File: config.mk
export PLATFORM = sky130hd
export DESIGN_NAME = entropy_cond_unit
export DESIGN_NICKNAME = d
export VERILOG_FILES = /design/src/rtl/ecu_pkg.sv /design/src/rtl/ecu_ctl_reg.sv /design/src/rtl/ecu_conditioner.sv /design/src/rtl/ecu_interlock.sv /design/src/rtl/entropy_cond_unit.sv
export SDC_FILE = /design/constraint.sdc
export NUM_CORES = 1
export LEC_CHECK = 0
export BUFFER_PORTS_ARGS = -buffer_cell sky130_fd_sc_hd__buf_4
export CORE_ASPECT_RATIO = 0.8
export CORE_MARGIN = 5
export CORE_UTILIZATION = 45
export CTS_CLUSTER_SIZE = 16
export DETAILED_ROUTE_END_ITERATION = 12
export GPL_ROUTABILITY_DRIVEN = 0
export PLACE_DENSITY = 0.79
export REMOVE_ABC_BUFFERS = 1
export SKIP_LAST_GASP = 1
export SYNTH_ARGS = -nofsm -noshare
export SYNTH_HDL_FRONTEND = slang
export SYNTH_SLANG_ARGS = --single-unit
File: constraint.sdc
create_clock -name clk_i -period 2.3 [get_ports clk_i]
set_clock_uncertainty 0.2 [all_clocks]
set_input_delay 0.345 -clock clk_i [delete_from_list [all_inputs] [get_ports clk_i]]
set_output_delay 0.345 -clock clk_i [all_outputs]
set_load 0.03 [all_outputs]
File: src/rtl/ecu_pkg.sv
package ecu_pkg;
  localparam int N_SRC  = 3;
  localparam int WAIT_W = 16;
  localparam int CTL_W  = WAIT_W + 1 + 2 + 2 + 1 + N_SRC;
  localparam logic [63:0] CRC_POLY = 64'h231D_CEE9_1262_B8A3;
  localparam int NORMAL_WAIT = 2048;

  typedef struct packed {
    logic [WAIT_W-1:0] wait_cyc;   // 24:9
    logic              vco_bypass; // 8
    logic [1:0]        vco_rate;   // 7:6
    logic [1:0]        mux_sel;    // 5:4
    logic              lfsr_mode;  // 3
    logic [N_SRC-1:0]  src_en;     // 2:0
  } ctl_t;
endpackage

File: src/rtl/ecu_ctl_reg.sv
module ecu_ctl_reg
  import ecu_pkg::*;
(
  input  logic             clk_i,
  input  logic             rst_ni,
  input  logic             we_i,
  input  logic [CTL_W-1:0] wdata_i,
  output ctl_t             ctl_o
);
  ctl_t ctl_q;

  always_ff @(posedge clk_i or negedge rst_ni) begin
    if (!rst_ni)   ctl_q <= '0;
    else if (we_i) ctl_q <= ctl_t'(wdata_i);
  end

  assign ctl_o = ctl_q;
endmodule

File: src/rtl/ecu_conditioner.sv
module ecu_conditioner #(
  parameter int                DATA_W = 64,
  parameter int                N_SRC  = 3,
  parameter logic [DATA_W-1:0] POLY   = DATA_W'(ecu_pkg::CRC_POLY)
) (
  input  logic              clk_i,
  input  logic              rst_ni,
  input  logic [N_SRC-1:0]  noise_i,
  input  logic [N_SRC-1:0]  src_en_i,
  input  logic              lfsr_i,
  output logic [DATA_W-1:0] data_o
);
  localparam int MSB = DATA_W - 1;

  logic [N_SRC-1:0]  gated;
  logic              merged;
  logic              fb;
  logic [DATA_W-1:0] shifted;
  logic [DATA_W-1:0] nxt;
  logic [DATA_W-1:0] q;

  for (genvar g = 0; g < N_SRC; g++) begin : g_gate
    assign gated[g] = noise_i[g] & src_en_i[g];
  end

  assign merged  = ^gated;
  assign fb      = q[MSB] ^ merged;
  assign shifted = {q[MSB-1:0], 1'b0};

  always_comb begin
    if (lfsr_i) nxt = fb ? (shifted ^ POLY) : shifted;
    else        nxt = {q[MSB-1:0], merged};
  end

  always_ff @(posedge clk_i or negedge rst_ni) begin
    if (!rst_ni) q <= '0;
    else         q <= nxt;
  end

  assign data_o = q;
endmodule

File: src/rtl/ecu_interlock.sv
module ecu_interlock #(
  parameter int WAIT_W = 16
) (
  input  logic              clk_i,
  input  logic              rst_ni,
  input  logic              lfsr_i,
  input  logic [WAIT_W-1:0] wait_i,
  input  logic              valid_i,
  output logic              ready_o
);
  logic [WAIT_W-1:0] cnt_q;
  logic              idle;
  logic              accept;

  assign idle    = (cnt_q == '0);
  assign ready_o = !lfsr_i || idle;
  assign accept  = valid_i && ready_o;

  // reload only when the interlock is active
  always_ff @(posedge clk_i or negedge rst_ni) begin
    if (!rst_ni)                cnt_q <= '0;
    else if (accept && lfsr_i)  cnt_q <= wait_i;
    else if (!idle)             cnt_q <= cnt_q - 1'b1;
  end
endmodule

File: src/rtl/entropy_cond_unit.sv
module entropy_cond_unit
  import ecu_pkg::*;
#(
  parameter int                DATA_W = 64,
  parameter logic [DATA_W-1:0] POLY   = DATA_W'(CRC_POLY)
) (
  input  logic              clk_i,
  input  logic              rst_ni,
  input  logic [N_SRC-1:0]  noise_i,
  input  logic              ctl_we_i,
  input  logic [CTL_W-1:0]  ctl_wdata_i,
  output logic [CTL_W-1:0]  ctl_rdata_o,
  input  logic              rd_valid_i,
  output logic              rd_ready_o,
  output logic [DATA_W-1:0] rd_data_o,
  output logic [1:0]        mux_sel_o,
  output logic [1:0]        vco_rate_o,
  output logic              vco_bypass_o
);
  ctl_t ctl;

  ecu_ctl_reg u_ctl (
    .clk_i   (clk_i),
    .rst_ni  (rst_ni),
    .we_i    (ctl_we_i),
    .wdata_i (ctl_wdata_i),
    .ctl_o   (ctl)
  );

  ecu_conditioner #(.DATA_W(DATA_W), .N_SRC(N_SRC), .POLY(POLY)) u_cond (
    .clk_i    (clk_i),
    .rst_ni   (rst_ni),
    .noise_i  (noise_i),
    .src_en_i (ctl.src_en),
    .lfsr_i   (ctl.lfsr_mode),
    .data_o   (rd_data_o)
  );

  ecu_interlock #(.WAIT_W(WAIT_W)) u_lock (
    .clk_i   (clk_i),
    .rst_ni  (rst_ni),
    .lfsr_i  (ctl.lfsr_mode),
    .wait_i  (ctl.wait_cyc),
    .valid_i (rd_valid_i),
    .ready_o (rd_ready_o)
  );

  assign ctl_rdata_o  = ctl;
  assign mux_sel_o    = ctl.mux_sel;
  assign vco_rate_o   = ctl.vco_rate;
  assign vco_bypass_o = ctl.vco_bypass;
endmodule

==> impl_metrics.json <==
{
  "cts_tree": "built",
  "vias": 2483,
  "cp.required_ns": 1.75,
  "wirelength_mm": 8.45,
  "clk_path_buf_depth": 2,
  "track_usage": 0.160,
  "status": "complete, but fails checks",
  "holdWs_ns": 0.0282,
  "yosysWarnings": 0,
  "htreeDepth": 3,
  "drtIter0Drc": 108,
  "cts_buffers": 9,
  "clk_latency_ns": 0.34,
  "ys_ff_latch": 105,
  "ys_top_cells_by_area": "dfrtp_1, xnor2_1, buf_4",
  "maxClockFrequency_mhz": 420,
  "root_buffer": "clkbuf_16",
  "synthDistinctLibCells": 35,
  "rsz0062_at_grt": "true",
  "finalCritPeriodShare": 1.03,
  "yosys.area.top_type": "dfrtp_1",
  "clock-sinks": 105,
  "cp_slowest_cell": "or3_4",
  "grt_max_degree": 106,
  "synth_area_per_cell_um2": 13.8,
  "p_leak_nw": 2.45,
  "row_count": 31,
  "max_cap_violations": 0,
  "grt_pass1_wl_mm": 13.6,
  "ff_latch_area_mm2": 0.00263,
  "io_buffers": 126,
  "synth.top_cell.area_share": 0.644,
  "io_pins": 127,
  "netlist_area_mm2": 0.00408,
  "core_area_mm2": 0.00896,
  "die-area_mm2": 0.0111,
  "die_w_um": 116,
  "grt_pass1_vias": 2722,
  "antenna_cells": 0,
  "critPathCaptureType": "output pin",
  "die_h_um": 95.2,
  "fin_tns_setup_ns": -0.0802,
  "ir_drop_mv": 1.08,
  "ant_nets": 0,
  "nFillCells": 725,
  "relSlewSlack": 0.616,
  "vias_per_cell": 4.77,
  "synth-seq-area-share": 0.644,
  "slew_violations": 0,
  "period_minus_slack_ns": 2.38,
  "drive_gt1_frac": 0.485,
  "worst_slack_ns": -0.0802,
  "areaGrowthSynthToFinish_pct": 30.1,
  "first_pass_iters": 4,
  "crit_type": "register to output pin",
  "rrSetupSlack_ns": 0.06,
  "setup_viol": 1,
  "grt-ovfl-total": 0,
  "antenna_found_initial": 0,
  "dp.cells": 495,
  "worst_slew_pin_slew_ns": 0.576,
  "synth_cells": 296,
  "cpPeakStageDelay_ns": 0.41,
  "instances_no_fill": 521,
  "cp_cell_sequence": "inv_1 -> ha_4 -> nor3b_4 -> nand2_2 -> or3_4 -> nand2_2 -> buf_6",
  "final_nets": 434,
  "clk_pin_slew_ns": 0.07,
  "p_per_area_mw_per_mm2": 1400,
  "initial_utilization": 0.455,
  "violations": "setup timing",
  "multi_input_area_mm2": 0.00113,
  "hold_viol": 0,
  "cp_common_cell": "nand2_2",
  "dp_hpwl_mm": 5.78,
  "arrival_ns": 1.84,
  "drc_errors": 0,
  "cp-start-kind": "register",
  "hp-class": "input pin to register",
  "wl_per_cell_um": 16.2,
  "crit_fanout": 2
}
-- sequential cells by signal (all words and copies together) (netlist names) --
name and cells:
u_cond.data_o 64, u_ctl.ctl_o 25, u_lock.cnt_q 16
-- cells by family after synthesis --
group                    synth area share
XOR/XNOR                           0.0936
flip-flops                          0.644
AO/OA/AOI/OAI                      0.0313
AND/OR/NAND/NOR                    0.0678
buffers and inverters              0.0883
multiplexers                       0.0718
adder cells (fa/ha/maj)           0.00307
-- cell type report --
class	instances	area share
clock buffers	12	0.0464
clock inverters	4	0.00707
inverters	2	0.00141
multi-input cells	139	0.213
flip-flops and latches	105	0.495
well taps	115	0.0271
repair buffers	144	0.210
-- stage by stage --
step	setup slack, ns	area (µm²)	util	power (mW)
finish	-0.0802	5310	0.592	7.44
global route	-0.184	5310	0.592	7.82
CTS	-0.0883	5270	0.588	7.54
detailed placement	0.0837	4900	0.547	6.06
global placement	0.118	4900	0.547	6.02
floorplan	-0.254	3730	-	4.68
-- path summary, 6_finish.rpt --
| path | start | endpoint | depth (start not counted) |
|---|---|---|---|
| min in group asynchronous | rst_ni | u_cond.data_o[26] | 3 |
| max in group asynchronous | rst_ni | u_ctl.ctl_o[12] | 3 |
| min reg2reg | u_cond.data_o[35] | u_cond.data_o[36] | 0 |
| max | u_lock.cnt_q[0] | rd_ready_o | 7 |
| max reg2reg | u_lock.cnt_q[0] | u_lock.cnt_q[10] | 10 |
| min | ctl_wdata_i[8] | u_ctl.ctl_o[8] | 2 |
-- layer usage --
layer,global-route usage,part of all wire,up-vias
met5,0,0,-
met4,0.0522,0.013,0
met3,0.0755,0.094,8
met2,0.253,0.50,82
met1,0.195,0.40,1243
li1,-,-,1150
-- placed cells by master, fill, tap and decap left out, types with 2 or more instances in the layout --
| master | synthesis | final |
|---|---|---|
| buf_12 | 0 | 2 |
| o21ai_1 | 1 | 2 |
| nand2_2 | 1 | 2 |
| xnor2_1 | 36 | 36 |
| xor2_1 | 5 | 5 |
| a21oi_1 | 9 | 9 |
| or3_4 | 0 | 2 |
| nor2_1 | 8 | 8 |
| buf_6 | 1 | 2 |
| nand3_1 | 6 | 6 |
| nand2_1 | 15 | 14 |
| mux2_2 | 26 | 26 |
| clkbuf_16 | 0 | 9 |
| dfrtp_1 | 105 | 105 |
| o21ai_0 | 7 | 6 |
| nor3_2 | 3 | 3 |
| clkbuf_1 | 3 | 2 |
| and2_1 | 2 | 2 |
| clkinv_4 | 0 | 3 |
| buf_4 | 41 | 138 |
-- where the power goes --
group / switching (mW) / internal, mW / total, mW
Clock: 0.668 / 0.778 / 1.45
Combinational: 1.88 / 1.19 / 3.07
Sequential: 0.436 / 2.49 / 2.93
Total: 2.98 / 4.46 / 7.44
-- synth_stat cells --
library cell / count
dfrtp_1: 105
buf_4: 41
xnor2_1: 36
mux2_2: 26
nand2_1: 15
a21oi_1: 9
nor2_1: 8
o21ai_0: 7
nand3_1: 6
xor2_1: 5
buf_2: 3
clkbuf_1: 3
nor3_2: 3
or3_1: 3
and2_1: 2
buf_1: 2
inv_1: 2
nor3_1: 2
or4_1: 2
a211oi_2: 1
a21o_1: 1
a311oi_1: 1
a31oi_1: 1
and3_1: 1
buf_6: 1
ha_1: 1
nand2_2: 1
nand4_1: 1
nand4b_1: 1
nor3b_4: 1
nor4_1: 1
nor4_4: 1
o21ai_1: 1
o31ai_1: 1
xnor3_1: 1
-- timing repair --
action	in CTS	in global routing
setup buffers	8	1
gates resized for setup	4	9
hold endpoints to repair	105	0
pin swaps	3	7
gates cloned	0	1
endpoints found under the setup margin	1	13
hold buffers	1	0
-- worst max-delay path, delay by kind of cell, from the launching register on --
kind,cells,cell delay [ns]
fa+ha+maj,1,0.14
simple gates,4,0.76
buf+inv,2,0.22
flops,1,0.38
Note: power is estimated with default switching activity, not from simulation.
